[src/rtl/pwmaq_pkg.sv]
// Shared encodings for the PWM action stage.
// Assumes: 2-bit action and override codes, four time-base events.
package pwmaq_pkg;

    typedef enum logic [1:0] {
        ACT_NONE = 2'b00,
        ACT_LOW  = 2'b01,
        ACT_HIGH = 2'b10,
        ACT_TOG  = 2'b11
    } act_e;

    typedef enum logic [1:0] {
        RLD_ZERO   = 2'b00,
        RLD_PRD    = 2'b01,
        RLD_EITHER = 2'b10,
        RLD_NOW    = 2'b11
    } rld_e;

    localparam int CODE_W  = 2;
    localparam int NUM_EVT = 4;
    // Event indices; a higher index outranks a lower one.
    localparam int EVT_ZERO = 0;
    localparam int EVT_PRD  = 1;
    localparam int EVT_CMPA = 2;
    localparam int EVT_CMPB = 3;

    localparam logic [CODE_W-1:0] FRC_LOW  = 2'b01;
    localparam logic [CODE_W-1:0] FRC_HIGH = 2'b10;

    localparam int ADDR_W = 2;
    localparam logic [ADDR_W-1:0] ADDR_FORCE = 2'd2;

endpackage

[src/rtl/pwmaq_force_ctl.sv]
// Override controller: holds the shadow override value and reload mode,
// and moves the shadow into the active copy at the selected reload point.
// Assumes: event strobes are only meaningful when tick is high.
// eff_force is the override in force on the current tick (shadow when
// loading now, otherwise the active copy).
module pwmaq_force_ctl
    import pwmaq_pkg::*;
#(
    parameter int NUM_CH = 2,
    localparam int FRC_W = NUM_CH * CODE_W
) (
    input  logic             clk,
    input  logic             rst_n,
    input  logic             tick,
    input  logic             evt_zero,
    input  logic             evt_period,
    input  logic             wr_force,
    input  logic [FRC_W-1:0] wr_force_val,
    input  logic [1:0]       wr_mode,
    output logic [FRC_W-1:0] eff_force,
    output logic [FRC_W-1:0] act_force
);

    logic [FRC_W-1:0] shadow_q;
    rld_e             mode_q;
    logic             load_now;

    // Capture shadow value and reload mode from the write port.
    always_ff @(posedge clk) begin
        if (!rst_n) begin
            shadow_q <= '0;
            mode_q   <= RLD_ZERO;
        end else if (wr_force) begin
            shadow_q <= wr_force_val;
            mode_q   <= rld_e'(wr_mode);
        end
    end

    // Decide whether this tick is a reload point.
    always_comb begin
        unique case (mode_q)
            RLD_ZERO:   load_now = tick && evt_zero;
            RLD_PRD:    load_now = tick && evt_period;
            RLD_EITHER: load_now = tick && (evt_zero || evt_period);
            default:    load_now = tick;
        endcase
    end

    // Transfer shadow into the active override at a reload point.
    always_ff @(posedge clk) begin
        if (!rst_n) begin
            act_force <= '0;
        end else if (load_now) begin
            act_force <= shadow_q;
        end
    end

    // Override seen by the channels on this tick.
    assign eff_force = load_now ? shadow_q : act_force;

endmodule

[src/rtl/pwmaq_chan.sv]
// One output channel: stores one action code per event, picks the
// highest-ranked event present on a tick, and updates the pin register.
// Assumes: wr_fields packs the four codes contiguously, zero event lowest;
// an override code of FRC_LOW/FRC_HIGH wins over any event action.
module pwmaq_chan
    import pwmaq_pkg::*;
#(
    localparam int FLD_W = NUM_EVT * CODE_W
) (
    input  logic              clk,
    input  logic              rst_n,
    input  logic              tick,
    input  logic [NUM_EVT-1:0] evt,
    input  logic              wr_act,
    input  logic [FLD_W-1:0]  wr_fields,
    input  logic [CODE_W-1:0] force_code,
    output logic              pwm
);

    act_e act_code [NUM_EVT];
    act_e sel_code;
    logic hit;
    logic pwm_nxt;

    // Store the per-event action codes.
    always_ff @(posedge clk) begin
        for (int e = 0; e < NUM_EVT; e++) begin
            if (!rst_n) begin
                act_code[e] <= ACT_NONE;
            end else if (wr_act) begin
                act_code[e] <= act_e'(wr_fields[e*CODE_W +: CODE_W]);
            end
        end
    end

    // Fixed-priority pick: later (higher-index) events overwrite earlier.
    always_comb begin
        hit      = 1'b0;
        sel_code = ACT_NONE;
        for (int e = 0; e < NUM_EVT; e++) begin
            if (evt[e]) begin
                hit      = 1'b1;
                sel_code = act_code[e];
            end
        end
    end

    // Next pin level: override first, then the chosen event action.
    always_comb begin
        pwm_nxt = pwm;
        if (force_code == FRC_LOW) begin
            pwm_nxt = 1'b0;
        end else if (force_code == FRC_HIGH) begin
            pwm_nxt = 1'b1;
        end else if (hit) begin
            unique case (sel_code)
                ACT_LOW:  pwm_nxt = 1'b0;
                ACT_HIGH: pwm_nxt = 1'b1;
                ACT_TOG:  pwm_nxt = ~pwm;
                default:  pwm_nxt = pwm;
            endcase
        end
    end

    // Pin register advances only on ticks.
    always_ff @(posedge clk) begin
        if (!rst_n) begin
            pwm <= 1'b0;
        end else if (tick) begin
            pwm <= pwm_nxt;
        end
    end

endmodule

[src/rtl/pwm_action_qual.sv]
// Top of the PWM action stage: decodes register writes, runs the override
// controller and one channel per output.
// Assumes: write data fields as in the brief; writes and ticks may coincide,
// in which case the tick uses the register contents before the write.
module pwm_action_qual
    import pwmaq_pkg::*;
#(
    localparam int NUM_CH = 2,
    localparam int WR_W   = 10,
    localparam int FRC_W  = NUM_CH * CODE_W,
    localparam int FLD_W  = NUM_EVT * CODE_W
) (
    input  logic              clk,
    input  logic              rst_n,
    input  logic              tick,
    input  logic              evt_zero,
    input  logic              evt_period,
    input  logic              evt_cmpa,
    input  logic              evt_cmpb,
    input  logic              wr_en,
    input  logic [ADDR_W-1:0] wr_addr,
    input  logic [WR_W-1:0]   wr_data,
    output logic              pwm_a,
    output logic              pwm_b
);

    logic [NUM_EVT-1:0] evt_vec;
    logic [FRC_W-1:0]   eff_force;
    logic [FRC_W-1:0]   act_force;
    logic [FLD_W-1:0]   act_fields;
    logic [NUM_CH-1:0]  pwm_vec;

    // Gather event strobes in rank order, lowest first.
    assign evt_vec = {evt_cmpb, evt_cmpa, evt_period, evt_zero};

    // Pack action fields contiguously; bits 7:6 of the word are skipped.
    assign act_fields = {wr_data[9:8], wr_data[5:0]};

    pwmaq_force_ctl #(
        .NUM_CH (NUM_CH)
    ) u_force (
        .clk          (clk),
        .rst_n        (rst_n),
        .tick         (tick),
        .evt_zero     (evt_zero),
        .evt_period   (evt_period),
        .wr_force     (wr_en && (wr_addr == ADDR_FORCE)),
        .wr_force_val (wr_data[FRC_W-1:0]),
        .wr_mode      (wr_data[7:6]),
        .eff_force    (eff_force),
        .act_force    (act_force)
    );

    for (genvar c = 0; c < NUM_CH; c++) begin : g_ch
        pwmaq_chan u_chan (
            .clk        (clk),
            .rst_n      (rst_n),
            .tick       (tick),
            .evt        (evt_vec),
            .wr_act     (wr_en && (wr_addr == ADDR_W'(c))),
            .wr_fields  (act_fields),
            .force_code (eff_force[c*CODE_W +: CODE_W]),
            .pwm        (pwm_vec[c])
        );
    end

    assign pwm_a = pwm_vec[0];
    assign pwm_b = pwm_vec[1];

endmodule

[config.mk]
export PLATFORM = sky130hd
export DESIGN_NAME = pwm_action_qual
export DESIGN_NICKNAME = d
export VERILOG_FILES = /design/src/rtl/pwmaq_pkg.sv /design/src/rtl/pwmaq_force_ctl.sv /design/src/rtl/pwmaq_chan.sv /design/src/rtl/pwm_action_qual.sv
export SDC_FILE = /design/constraint.sdc
export NUM_CORES = 1
export LEC_CHECK = 0
export ABC_AREA = 1
export CORE_ASPECT_RATIO = 0.7
export CORE_MARGIN = 2
export CORE_UTILIZATION = 25
export CTS_CLUSTER_DIAMETER = 120
export DETAILED_ROUTE_END_ITERATION = 6
export DONT_BUFFER_PORTS = 1
export MAX_ROUTING_LAYER = met4
export PLACE_DENSITY = 0.43
export RECOVER_POWER = 50
export SYNTH_ARGS = -nofsm -noshare
export SYNTH_HDL_FRONTEND = slang
export SYNTH_HIERARCHICAL = 1
export SYNTH_SLANG_ARGS = --single-unit
[constraint.sdc]
create_clock -name clk -period 3 [get_ports clk]
set_clock_uncertainty 0.2 [all_clocks]
set_input_delay 0.6 -clock clk [delete_from_list [all_inputs] [get_ports clk]]
set_output_delay 0.6 -clock clk [all_outputs]
set_load 0.1 [all_outputs]
* After elaboration in Yosys (flattened, before gate mapping)
Memory sizes are Yosys's and may differ from the RTL's. Index checks and enable logic that the tools add are counted.
Operators by class: bitwise operators 10, muxes and demuxes 37, eq/ne operators 14, reductions and logical operators 15
Operators by type and width (number):
- two-way mux 2 bit | 16
- two-way mux 1 bit | 17
- == test 2 bit (second input constant) | 8
- == test 2 x 1 -> 1 bit (second input constant) | 6
- nonzero test 5 bit | 2
- case mux 1 bit (3 select lines) | 3
- OR 1 bit | 8
- logical AND 1 bit | 6
- AND reduction 3 bit | 2
- nonzero test 3 bit | 2
- zero test 2 bit | 2
- two-way mux 4 bit | 1
- inverter 1 bit | 2
- logical OR 1 bit | 1
Storage, ports and cells: logic and storage cells 83, bits in writable memories 16, bits in registers 12, memories kept 2, input port bits 20
Memories:
- g_ch[0].u_chan.act_code | words 4, bits a word 2, rd ports 4, clocked after Yosys merged registers in 0, wr ports 4, RTL line pwmaq_chan.sv:20 | act_e act_code [NUM_EVT];
- g_ch[1].u_chan.act_code | words 4, bits a word 2, rd ports 4, clocked after Yosys merged registers in 0, wr ports 4, RTL line pwmaq_chan.sv:20

* Depth between registers and ports, before layout
Gate-level depths: netlist of the first run.
depth in word-level cells 9, mapped depth 18, mapped depth without buffers 18

* Cells and area by module
The synthesis of the first run kept the hierarchy.
Modules (own cells, without submodules):
- pwmaq_chan (g_ch[1].u_chan) | cells each 69, area each 535.5 um^2, sequential area each 260.2 um^2, instances 1
- pwmaq_force_ctl | cells each 68, area each 481.7 um^2, sequential area each 200.2 um^2, instances 1
- pwmaq_chan (g_ch[0].u_chan) | cells each 59, area each 470.5 um^2, sequential area each 260.2 um^2, instances 1
- pwm_action_qual | cells each 7, area each 26.3 um^2, sequential area each 0.0 um^2, instances 1

* Worst setup path after synthesis of the first run
No wires, ideal clock.
kind register -> register, start point register u_force.mode_q[0], end point register g_ch[1].u_chan.pwm, buffers on the path 0, setup time 67 ps, setup slack 830 ps, stages on the path, launching flop included 17, data arrival time 1904 ps, path through dfxtp_1 > inv_1 > ha_1 > nor2_2 > nand2_1 > nand3_2 > nand2_2 > nand2_1 > nand2_1 > inv_1 > inv_1 > ha_1 > nor2_1 > nand4_1 > nand2_1 > o21ai_2 > a21oi_2
Between the ends: cells in the longest elaborated chain, start to end 6, elaborated cells on any way between the ends 12, classes of those cells 4 x eq/ne; 4 x mux; 4 x reduce/logical
Ends and longest elaborated chain:
- start: declaration | RTL line pwmaq_force_ctl.sv:25 | rld_e mode_q;
- start signal: assignment | RTL line pwmaq_force_ctl.sv:35 | mode_q <= rld_e'(wr_mode);
- == test 2 bit, or another cell as far along | RTL line pwmaq_force_ctl.sv:41 | unique case (mode_q)
- case mux 1 bit (3 select lines) * | RTL line pwmaq_force_ctl.sv:41
- two-way mux 4 bit * | RTL line pwmaq_force_ctl.sv:59 | assign eff_force = load_now ? shadow_q : act_force;
- via eff_force[2] | RTL line pwm_action_qual.sv:28 | logic [FRC_W-1:0] eff_force;
- == test 2 bit or == test 2 x 1 -> 1 bit (tied branches) | RTL line pwmaq_chan.sv:53, pwmaq_chan.sv:51
- nonzero test 5 bit (no line), or another cell as far along
- AND reduction 3 bit (no line) or two-way mux 1 bit (tied branches)
- end signal: assignment | RTL line pwmaq_chan.sv:70 | pwm <= pwm_nxt;
- end: declaration | RTL line pwmaq_chan.sv:17 | output logic pwm
Mark *: on every way through the listed nets, which the timed path passes. The rest lies on a longest branch. A chain may end at the register's enable or synchronous reset.

* Final worst setup path of the first run
Same ends and word-level chain as after synthesis.

==> impl_metrics.env, run 1 <==
export IMPL_clkSinkCount=28
export IMPL_cts_root_buf="sky130_fd_sc_hd__clkbuf_8"
export IMPL_areaGrowthSynthToFinish_pct=10.5
export IMPL_number_of_buffers_added_by_the_clock_tree_synthesis_step=3
export IMPL_grt_antenna_before_repair=0
export IMPL_postSynthRegisterBits=28
export IMPL_viasPerCell=4.00
export IMPL_timing_worst_slew_pin_value_ns=0.563
export IMPL_fin_setup_tns_ns=0
export IMPL_clockBufferDepth=2
export IMPL_post_cts_buffers=0
export IMPL_cts_clk_slew_worst_paths_ns=0.10
export IMPL_gp_routability_congestion=0.750
export IMPL_critPathMaxStageDelay_ns=0.37
export IMPL_cts_htree_levels=1
export IMPL_grt_setup_unrepaired="no"
export IMPL_critPathSlowestCell="sky130_fd_sc_hd__dfxtp_1"
export IMPL_part_of_the_yosys_area_used_for_sequential_elements_pct=47.6
export IMPL_final_layout_size_suffix_gt1_share_pct=12.0
export IMPL_reg2regPathDepth=16
export IMPL_first_pass_grt_wire_length_um=5400
export IMPL_place_port_buffers=0
export IMPL_crit_reg2reg_launch="u_force/mode_q[0]"
export IMPL_wl_per_cell_um=11.1
export IMPL_min_to="u_force/shadow_q[3]"
export IMPL_std_cell_rows=23
export IMPL_final_antenna_net_count=0
export IMPL_remaining_drc_errors=0
export IMPL_synth_cells=203
export IMPL_run_status="completed"
export IMPL_worstPathMaxFanout=5
export IMPL_coreArea_sq_mm=0.00578
export IMPL_gr_total_overflow=0
export IMPL_dp_final_hpwl_um=2460
export IMPL_insertedDiodeCount=0
export IMPL_die_w_um=97.0
export IMPL_clock_fmax_ghz=0.428
export IMPL_synth_cell_area_sq_mm=0.00151
export IMPL_dieArea_sq_mm=0.00670
export IMPL_postSynthAreaPerCell_sq_um=7.46
export IMPL_cap_violations=0
export IMPL_route_vias_total=1132
export IMPL_timing_critical_path_required_ns=3.02
export IMPL_regToRegSetupSlack_ns=0.66
export IMPL_crit_arrival_ns=2.36
export IMPL_critPathCaptureType="register"
export IMPL_initial_utilization_pct=26.2
export IMPL_leakagePower_nw=0.817
export IMPL_timing_setup_critical_path_class="reg -> reg"
export IMPL_vdd_drop_max_mv=0.106
export IMPL_number_of_stages_on_the_worst_hold_path=2
export IMPL_layout_cells_most_common_list="sky130_fd_sc_hd__inv_1 (46), sky130_fd_sc_hd__nand2_1 (42), sky130_fd_sc_hd__nor2_1 (30)"
export IMPL_design_portCount=22
export IMPL_nNetsFinal=234
export IMPL_maximum_number_of_pins_on_one_net_before_global_route_repair=16
export IMPL_die_h_um=69.1
export IMPL_most_common_library_cell_in_the_layout_ignoring_fill_and_taps="sky130_fd_sc_hd__inv_1"
export IMPL_vias_in_the_first_global_route=1062
export IMPL_grtUsageTotal_pct=10.6
export IMPL_period_needed_ns=2.34
export IMPL_drt_pass1_iter_count=6
export IMPL_placement_cell_area_sq_mm=0.00162
export IMPL_finalHoldViolations=0
export IMPL_synth_fp_nets=228
export IMPL_setup_viol=0
export IMPL_worstPathCellList="inv_1 -> ha_1 -> nor2_2 -> nand2_1 -> nand3_2 -> nand2_2 -> nand2_1 -> nand2_1 -> inv_1 -> inv_1 -> ha_1 -> nand3_1 -> nor2_2 -> nor2_1 -> nand3_1 -> a21oi_2"
export IMPL_worstHoldStart="rst_n"
export IMPL_worst_r2r_endpoint="g_ch[1].u_chan/pwm"
export IMPL_ys_warnings_count=6
export IMPL_relSlewSlack_pct=62.4
export IMPL_worstSetupStartpointType="register"
export IMPL_multi_input_area_sq_um=586
export IMPL_skew_pair_late_insertion_delay_ns=0.28
export IMPL_ff_latch_area_sq_um=721
export IMPL_finalCritPeriodShare_pct=78.0
export IMPL_clock_tree_from_tritoncts="built"
export IMPL_design_area_sq_mm=0.00167
export IMPL_dr_first_iter_drc_count=24
export IMPL_hp_class="in -> reg"
export IMPL_cts_hold_buffers_added=0
export IMPL_fillerInstances=631
export IMPL_design_power_total_uw=822
export IMPL_synth_lib_cells_used_distinct=23
export IMPL_power_per_cell_area_mw_per_mm2=492
export IMPL_maxSlewViolCount=0
export IMPL_drt_wl_total_um=3130
export IMPL_post_cts_resize_count=0
final cells by class:
type,instances,area share (%)
multi-input cells,120,35.0
repair buffers,2,0.898
flip-flops and latches,28,43.1
well taps,75,5.61
clock buffers,4,3.29
inverters,54,12.1
synth_stat cells, drive strengths merged:
master,n,area share [%]
clkinv,1,0.25
ha,5,4.1
a21boi,1,0.50
nand2,43,11
nand4,1,0.41
edfxtp,16,32
nor3,2,0.66
nor2,34,9.1
o21ai,8,3.1
a21oi,10,3.8
nand3b,1,0.50
buf,1,0.33
dfxtp,12,16
nand3,11,4.0
inv,53,13
or2,4,1.7
worst max path at each step:
| stage | end | from | depth (start not counted) | slack, ns |
|---|---|---|---|---|
| 3_5_place_dp | g_ch[1].u_chan/pwm | u_force/mode_q[0] | 17 | 0.68 |
| 3_3_place_gp | g_ch[1].u_chan/pwm | u_force/mode_q[0] | 16 | 0.72 |
| 2_1_floorplan | g_ch[1].u_chan/pwm | u_force/mode_q[0] | 16 | 0.83 |
| 5_1_grt | g_ch[1].u_chan/pwm | u_force/mode_q[0] | 16 | 0.45 |
| 6_report | g_ch[1].u_chan/pwm | u_force/mode_q[0] | 16 | 0.66 |
| 4_1_cts | g_ch[1].u_chan/pwm | u_force/mode_q[0] | 16 | 0.64 |
flip-flops by register name, summed over array words and instances (netlist names):
| name | flops |
|---|---|
| g_ch.u_chan/act_code | 16 |
| u_force/act_force | 4 |
| u_force/shadow_q | 4 |
| g_ch.u_chan/pwm | 2 |
| u_force/mode_q | 2 |
power breakdown:
group          internal, mW  leakage [nW]  switching (mW)  total, mW
clock network         0.118        0.0288           0.118      0.235
logic                0.0470         0.532          0.0965      0.143
registers             0.434         0.256         0.00976      0.444
total                 0.598         0.817           0.224      0.822
per-layer routing:
metal,vias up,share of wire (%),global-route usage [%]
met3,2,6.2,3.35
li1,619,-,-
met2,18,38,13.4
met1,493,54,15.6
met4,0,0.89,3.29
met5,-,0,-
critical path, delay by kind of cell, from the launching register on:
| kind | cells | cell delay (ns) |
|---|---|---|
| AOI/OAI and AO/OA | 1 | 0.11 |
| adders and majority gates | 2 | 0.62 |
| buffers and inverters | 3 | 0.18 |
| DFF | 1 | 0.37 |
| and+or+nand+nor | 10 | 0.80 |
per-stage QoR:
step / worst slack (ns) / instances / utilization (%) / hold WS, ns
final: 0.661 / 283 / 28.9 / 0.246
after global routing: 0.449 / 283 / 28.9 / 0.243
after CTS: 0.645 / 283 / 28.9 / 0.242
after detailed placement: 0.679 / 279 / 28.0 / 0.271
after global placement: 0.724 / 279 / 28.0 / 0.258
after floorplan: 0.830 / 203 / - / 0.234
cell families (layout without fill, tap and decap cells):
family	after synthesis	after routing	share of synthesized area [%]
buffers and inverters	55	60	13.7
AOI/OAI and AO/OA	19	19	7.44
adders and majority gates	5	5	4.13
DFF	28	28	47.6
and+or+nand+nor	96	96	27.1
(Power assumes the default switching activity.)
==> inputs of run 2 (changes only) <==
--- a/config.mk
+++ b/config.mk
@@ -5,7 +5,7 @@
 export SDC_FILE = /design/constraint.sdc
 export NUM_CORES = 1
 export LEC_CHECK = 0
-export ABC_AREA = 1
+export ABC_AREA = 0
 export CORE_ASPECT_RATIO = 0.7
 export CORE_MARGIN = 2
 export CORE_UTILIZATION = 25
@@ -13,7 +13,7 @@
 export DETAILED_ROUTE_END_ITERATION = 6
 export DONT_BUFFER_PORTS = 1
 export MAX_ROUTING_LAYER = met4
-export PLACE_DENSITY = 0.43
+export PLACE_DENSITY = 0.45
 export RECOVER_POWER = 50
 export SYNTH_ARGS = -nofsm -noshare
 export SYNTH_HDL_FRONTEND = slang
==> constraint.sdc (replaced) <==
create_clock -name clk -period 1.9 [get_ports clk]
set_clock_uncertainty 0.2 [all_clocks]
set_input_delay 0.38 -clock clk [delete_from_list [all_inputs] [get_ports clk]]
set_output_delay 0.38 -clock clk [all_outputs]
set_load 0.1 [all_outputs]
==> impl_metrics.env, run 2 <==
export IMPL_run_status="complete, but fails checks"
export IMPL_failed_checks="setup timing"
export IMPL_power_switching_share_pct=23.3
export IMPL_synth_xor_area_share_pct=0
export IMPL_clock_power_share_pct=30.1
export IMPL_ys_warnings_count=6
export IMPL_core_util_final_pct=30.7
export IMPL_timing_final_ws_setup_ns=-0.784
export IMPL_placed_cells_incl_taps=209
export IMPL_grt_setup_unrepaired="yes"
export IMPL_worstSetupPathDepth=10
export IMPL_number_of_flops_mapped_to_enable_cells_by_yosys=16
export IMPL_die_w_um=96.1
export IMPL_timing_worst_slew_pin_value_ns=0.434
export IMPL_fraction_of_synthesized_cell_area_taken_by_the_top_area_cell_type_pct=32.4
export IMPL_wl_per_cell_um=14.9
export IMPL_number_of_buffers_added_by_the_clock_tree_synthesis_step=3
export IMPL_largest_register_ffs=16
export IMPL_die_h_um=68.5
export IMPL_power_per_cell_area_mw_per_mm2=694
export IMPL_relSlewSlack_pct=71.1
export IMPL_regMostFlops="g_ch.u_chan/act_code"
export IMPL_synth_area_in_compound_gates_pct=10.2
export IMPL_number_of_stages_on_the_worst_hold_path=1
export IMPL_layout_top_registers="g_ch.u_chan/act_code: 16 flops, u_force/act_force: 4 flops, u_force/shadow_q: 4 flops"
export IMPL_drt_pass1_iter_count=4
export IMPL_skew_pair_late_insertion_delay_ns=0.28
export IMPL_p_int_uw=935
export IMPL_grt_antenna_before_repair=0
export IMPL_placement_cell_area_sq_mm=0.00162
export IMPL_leakagePower_nw=0.653
export IMPL_place_port_buffers=0
export IMPL_nNetsFinal=168
export IMPL_worstPathCellList="inv_2 -> ha_4 -> a2111o_1 -> o311a_4 -> mux2_4 -> ha_4 -> or4_4 -> o31ai_4 -> a31oi_2 -> mux2i_1"
export IMPL_critPathMaxStageDelay_ns=0.42
export IMPL_dp_final_hpwl_um=2430
export IMPL_fin_setup_tns_ns=-1.79
export IMPL_synth_cells_most_frequent="sky130_fd_sc_hd__and3_1 (16), sky130_fd_sc_hd__edfxtp_1 (16), sky130_fd_sc_hd__nand2_1 (13)"
export IMPL_finalCritPeriodShare_pct=141
export IMPL_crit_reg2reg_launch="u_force/mode_q[0]"
export IMPL_instances_no_fill=217
export IMPL_setup_viol=6
export IMPL_gr_total_overflow=0
export IMPL_cts_root_buf="sky130_fd_sc_hd__clkbuf_8"
export IMPL_worst_r2r_endpoint="g_ch[1].u_chan/pwm"
export IMPL_dieArea_sq_mm=0.00658
export IMPL_synth_adder_area_share_pct=4.22
export IMPL_synth_area_mux_share_pct=11.5
export IMPL_areaGrowthSynthToFinish_pct=18.4
export IMPL_coreArea_sq_mm=0.00573
export IMPL_synth_async_sr_flop_share_pct=0
export IMPL_dp_slack_ns=-0.889
export IMPL_clockBufferDepth=2
export IMPL_hp_class="in -> reg"
export IMPL_crit_arrival_ns=2.66
export IMPL_cts_htree_levels=1
export IMPL_setup_worst_path_start="u_force/mode_q[0]"
export IMPL_synth_top_family_by_area="simple AND/OR/NAND/NOR gates"
export IMPL_synth_cell_area_sq_mm=0.00148
export IMPL_remaining_drc_errors=0
export IMPL_drt_wl_total_um=3240
export IMPL_post_synth_and_or_nand_nor_area_fraction_pct=22.0
export IMPL_maximum_number_of_pins_on_one_net_before_global_route_repair=37
export IMPL_synth_top_flop_cell="sky130_fd_sc_hd__edfxtp_1"
export IMPL_cp_num_buf_inv=1
export IMPL_insertedDiodeCount=0
export IMPL_timing_critical_path_required_ns=1.87
export IMPL_postSynthRegisterBits=28
export IMPL_postSynthAreaPerCell_sq_um=11.2
export IMPL_part_of_the_yosys_area_used_for_sequential_elements_pct=48.6
export IMPL_crit_path_end="g_ch[1].u_chan/pwm"
export IMPL_viasPerCell=4.67
export IMPL_pwr_share_seq_pct=56.4
export IMPL_synth_area_top_cells="sky130_fd_sc_hd__edfxtp_1 (32%), sky130_fd_sc_hd__dfxtp_1 (16%), sky130_fd_sc_hd__mux2i_1 (7.4%)"
export IMPL_worstSetupStartpointType="register"
export IMPL_gp_routability_congestion=0.702
export IMPL_clock_fmax_ghz=0.373
export IMPL_layout_cells_most_common_list="sky130_fd_sc_hd__and3_1 (16), sky130_fd_sc_hd__edfxtp_1 (16), sky130_fd_sc_hd__nand2_1 (13)"
export IMPL_critical_path_most_common_cell="sky130_fd_sc_hd__ha_4"
export IMPL_initial_utilization_pct=25.9
export IMPL_cpLargestDelayFamily="compound AO/OA/AOI/OAI gates"
export IMPL_maxSlewViolCount=0
export IMPL_reg2regPathDepth=10
export IMPL_cap_violations=0
export IMPL_synth_top_cell_by_area="sky130_fd_sc_hd__edfxtp_1"
export IMPL_critPathCaptureType="register"
export IMPL_synth_fp_nets=157
export IMPL_synth_lib_cells_used_distinct=32
export IMPL_clkSinkCount=28
export IMPL_critPathSlowestCell="sky130_fd_sc_hd__or4_4"
export IMPL_worstPathMaxFanout=4
export IMPL_period_needed_ns=2.68
export IMPL_timing_setup_critical_path_class="reg -> reg"
export IMPL_design_area_sq_mm=0.00176
export IMPL_first_pass_grt_wire_length_um=5020
export IMPL_clock_tree_from_tritoncts="built"
export IMPL_final_antenna_net_count=0
export IMPL_dr_first_iter_drc_count=74
export IMPL_synth_cells=132
export IMPL_vias_in_the_first_global_route=995
export IMPL_grtUsageTotal_pct=10.6
export IMPL_regToRegSetupSlack_ns=-0.78
export IMPL_vdd_drop_max_mv=0.220
export IMPL_final_layout_size_suffix_gt1_share_pct=21.1
export IMPL_finalHoldViolations=0
export IMPL_std_cell_rows=23
export IMPL_route_vias_total=1013
export IMPL_power_combinational_fraction_pct=13.5
export IMPL_cts_clk_slew_worst_paths_ns=0.10
export IMPL_netSwitchingPower_uw=285
export IMPL_design_portCount=22
run 2: routing by layer:
metal	wire length [um]	GRT usage [%]
met5	0	-
met4	23	2.14
met3	192	2.86
met2	1360	15.0
met1	1660	15.1
run 2: repair_timing:
action / 4_1_cts / 5_1_grt
gates cloned: 0 / 0
resized for setup: 9 / 7
setup buffers: 2 / 3
setup endpoints to repair: 2 / 2
hold buffers: 0 / 0
pin swaps: 4 / 3
run 2: worst reg2reg max path: stages (launching register included):
cell and delay (ns):
sky130_fd_sc_hd__dfxtp_4 0.38, sky130_fd_sc_hd__inv_2 0.04, sky130_fd_sc_hd__ha_4 0.15, sky130_fd_sc_hd__a2111o_1 0.38, sky130_fd_sc_hd__o311a_4 0.14, sky130_fd_sc_hd__mux2_4 0.33, sky130_fd_sc_hd__ha_4 0.16, sky130_fd_sc_hd__or4_4 0.42
sky130_fd_sc_hd__o31ai_4 0.19, sky130_fd_sc_hd__a31oi_2 0.06, sky130_fd_sc_hd__mux2i_1 0.12
run 2: cell families after synthesis:
group | count (synthesis)
buffers and inverters | 12
AND/OR/NAND/NOR | 54
AO/OA/AOI/OAI | 18
flip-flops | 28
multiplexers | 15
adder cells (fa/ha/maj) | 5
run 2: power groups by stage:
stage	Combinational, mW	Sequential [mW]	Clock [mW]
final	0.164	0.688	0.368
after floorplan	0.0941	0.731	0
after CTS	0.157	0.689	0.386
after global routing	0.177	0.692	0.405
after global placement	0.142	0.703	0
after detailed placement	0.145	0.704	0
run 2: metrics by stage:
stage | power (mW) | hold WS, ns
after floorplan | 0.825 | 0.234
after global placement | 0.844 | 0.246
after detailed placement | 0.849 | 0.259
after CTS | 1.23 | 0.0210
after global routing | 1.27 | 0.0255
final | 1.22 | 0.0344
run 2: worst min-delay path by stage:
stage,slack [ns],from,endpoint
global placement,0.25,u_force/act_force[1],u_force/act_force[1]
finish,0.03,rst_n,u_force/mode_q[1]
CTS,0.02,rst_n,u_force/mode_q[1]
floorplan,0.23,u_force/act_force[0],u_force/act_force[0]
detailed placement,0.26,u_force/act_force[0],u_force/act_force[0]
global route,0.03,rst_n,u_force/shadow_q[1]
run 2: final cells by class:
type | instances | area [sq um]
sequential | 28 | 728
timing repair buffer | 11 | 86.3
multi-input combinational | 92 | 767
inverter | 7 | 26.3
fill | 600 | 3970
tap | 75 | 93.8
clock buffer | 4 | 55.1
==> inputs of run 3 (changes only) <==
--- a/config.mk
+++ b/config.mk
@@ -14,7 +14,6 @@
 export DONT_BUFFER_PORTS = 1
 export MAX_ROUTING_LAYER = met4
 export PLACE_DENSITY = 0.45
-export RECOVER_POWER = 50
 export SYNTH_ARGS = -nofsm -noshare
 export SYNTH_HDL_FRONTEND = slang
 export SYNTH_HIERARCHICAL = 1
==> impl_metrics.env, run 3 (synthesis results as in run 2) <==
export IMPL_grt_antenna_before_repair=0
export IMPL_p_int_uw=937
export IMPL_skew_pair_late_insertion_delay_ns=0.28
export IMPL_timing_setup_critical_path_class="reg -> reg"
export IMPL_vias_in_the_first_global_route=995
export IMPL_reg2regPathDepth=10
export IMPL_nNetsFinal=168
export IMPL_cts_htree_levels=1
export IMPL_power_combinational_fraction_pct=13.6
export IMPL_number_of_stages_on_the_worst_hold_path=1
export IMPL_dieArea_sq_mm=0.00658
export IMPL_drt_wl_total_um=3240
export IMPL_maximum_number_of_pins_on_one_net_before_global_route_repair=37
export IMPL_clkSinkCount=28
export IMPL_relSlewSlack_pct=71.2
export IMPL_finalHoldViolations=0
export IMPL_dr_first_iter_drc_count=57
export IMPL_hp_class="in -> reg"
export IMPL_largest_register_ffs=16
export IMPL_period_needed_ns=2.68
export IMPL_maxSlewViolCount=0
export IMPL_viasPerCell=4.67
export IMPL_drt_pass1_iter_count=5
export IMPL_vdd_drop_max_mv=0.220
export IMPL_timing_critical_path_required_ns=1.87
export IMPL_cp_num_buf_inv=1
export IMPL_min_to="u_force/mode_q[1]"
export IMPL_first_pass_grt_wire_length_um=5020
export IMPL_coreArea_sq_mm=0.00573
export IMPL_cpLargestDelayFamily="compound AO/OA/AOI/OAI gates"
export IMPL_worstSetupStartpointType="register"
export IMPL_timing_final_ws_setup_ns=-0.784
export IMPL_worstPathMaxFanout=4
export IMPL_run_status="complete, but fails checks"
export IMPL_dp_slack_ns=-0.889
export IMPL_leakagePower_nw=0.663
export IMPL_critPathMaxStageDelay_ns=0.42
export IMPL_worstPathCellList="inv_2 -> ha_4 -> a2111o_1 -> o311a_4 -> mux2_4 -> ha_4 -> or4_4 -> o31ai_4 -> a31oi_2 -> mux2i_1"
export IMPL_power_switching_share_pct=23.3
export IMPL_final_antenna_net_count=0
export IMPL_worstHoldStart="rst_n"
export IMPL_power_per_cell_area_mw_per_mm2=690
export IMPL_crit_reg2reg_launch="u_force/mode_q[0]"
export IMPL_cap_violations=0
export IMPL_layout_cells_most_common_list="sky130_fd_sc_hd__and3_1 (16), sky130_fd_sc_hd__edfxtp_1 (16), sky130_fd_sc_hd__nand2_1 (13)"
export IMPL_pwr_share_seq_pct=56.3
export IMPL_clock_tree_from_tritoncts="built"
export IMPL_placed_cells_incl_taps=209
export IMPL_finalCritPeriodShare_pct=141
export IMPL_regToRegSetupSlack_ns=-0.78
export IMPL_regMostFlops="g_ch.u_chan/act_code"
export IMPL_clock_fmax_ghz=0.373
export IMPL_initial_utilization_pct=25.9
export IMPL_final_layout_size_suffix_gt1_share_pct=23.2
export IMPL_dp_final_hpwl_um=2430
export IMPL_design_portCount=22
export IMPL_clock_power_share_pct=30.1
export IMPL_insertedDiodeCount=0
export IMPL_number_of_buffers_added_by_the_clock_tree_synthesis_step=3
export IMPL_failed_checks="setup timing"
export IMPL_timing_worst_slew_pin_value_ns=0.433
export IMPL_netSwitchingPower_uw=285
export IMPL_cts_clk_slew_worst_paths_ns=0.10
export IMPL_die_h_um=68.5
export IMPL_place_port_buffers=0
export IMPL_instances_no_fill=217
export IMPL_critical_path_most_common_cell="sky130_fd_sc_hd__ha_4"
export IMPL_critPathCaptureType="register"
export IMPL_die_w_um=96.1
export IMPL_gp_routability_congestion=0.702
export IMPL_std_cell_rows=23
export IMPL_cts_root_buf="sky130_fd_sc_hd__clkbuf_8"
export IMPL_wl_per_cell_um=14.9
export IMPL_cts_hold_buffers_added=0
export IMPL_critPathSlowestCell="sky130_fd_sc_hd__or4_4"
export IMPL_grt_setup_unrepaired="yes"
export IMPL_areaGrowthSynthToFinish_pct=19.2
export IMPL_route_vias_total=1013
export IMPL_remaining_drc_errors=0
export IMPL_fillerInstances=597
export IMPL_clockBufferDepth=2
export IMPL_crit_arrival_ns=2.66
export IMPL_worst_r2r_endpoint="g_ch[1].u_chan/pwm"
export IMPL_grtUsageTotal_pct=10.6
export IMPL_setup_viol=6
export IMPL_layout_top_registers="g_ch.u_chan/act_code: 16 flops, u_force/act_force: 4 flops, u_force/shadow_q: 4 flops"
export IMPL_gr_total_overflow=0
## run 3: area by class of cell
cell class                      count  area, sq um  share of cell area (%)
Tap cell                           75         93.8                    5.30
Multi-Input combinational cell     92          772                    43.6
Timing Repair Buffer               11         93.8                    5.30
Sequential cell                    28          728                    41.2
Inverter                            7         26.3                    1.49
Clock buffer                        4         55.1                    3.11
## run 3: worst max path at each step
stage | cells after the start | endpoint | from
final | 10 | g_ch[1].u_chan/pwm | u_force/mode_q[0]
after global routing | 10 | g_ch[1].u_chan/pwm | u_force/mode_q[0]
after CTS | 10 | g_ch[1].u_chan/pwm | u_force/mode_q[0]
after detailed placement | 10 | g_ch[1].u_chan/pwm | u_force/mode_q[0]
after global placement | 10 | g_ch[1].u_chan/pwm | u_force/mode_q[0]
after floorplan | 11 | g_ch[1].u_chan/pwm | u_force/mode_q[0]
## run 3: worst reg2reg max path: stages, from the launching register on
cell                       delay (ns)
sky130_fd_sc_hd__dfxtp_4         0.38
sky130_fd_sc_hd__inv_2           0.04
sky130_fd_sc_hd__ha_4            0.15
sky130_fd_sc_hd__a2111o_1        0.38
sky130_fd_sc_hd__o311a_4         0.14
sky130_fd_sc_hd__mux2_4          0.33
sky130_fd_sc_hd__ha_4            0.16
sky130_fd_sc_hd__or4_4           0.42
sky130_fd_sc_hd__o31ai_4         0.19
sky130_fd_sc_hd__a31oi_2         0.06
sky130_fd_sc_hd__mux2i_1         0.12
## run 3: metal layers
| metal | routed length [um] | vias up | part of all wire, % | global-route usage, % |
|---|---|---|---|---|
| met4 | 23 | 0 | 0.71 | 2.14 |
| met1 | 1670 | 480 | 52 | 15.1 |
| met3 | 198 | 4 | 6.1 | 2.86 |
| met2 | 1350 | 24 | 42 | 15.0 |
| li1 | - | 505 | - | - |
| met5 | 0 | - | 0 | - |
## run 3: power by group through the flow
stage          Sequential (mW)  Combinational (mW)  Clock, mW
6_report                 0.688               0.166      0.368
5_1_grt                  0.692               0.179      0.405
4_1_cts                  0.689               0.157      0.386
3_5_place_dp             0.704               0.145          0
3_3_place_gp             0.703               0.142          0
2_1_floorplan            0.731              0.0941          0
## run 3: through the flow
stage	hold WS, ns	total power [mW]	cell area, sq um	util, %	setup TNS [ns]
2_1_floorplan	0.234	0.825	1500	-	-1.21
3_3_place_gp	0.246	0.844	1620	28.2	-1.27
3_5_place_dp	0.259	0.849	1620	28.2	-1.43
4_1_cts	0.0210	1.23	1730	30.2	-1.29
5_1_grt	0.0255	1.28	1770	30.9	-2.18
6_report	0.0364	1.22	1770	30.9	-1.78
## run 3: what timing repair did
item                       in CTS  in global routing
cloned                          0                  0
pin swaps                       4                  3
resized for setup               9                  7
setup endpoints to repair       2                  2
setup buffers                   2                  3
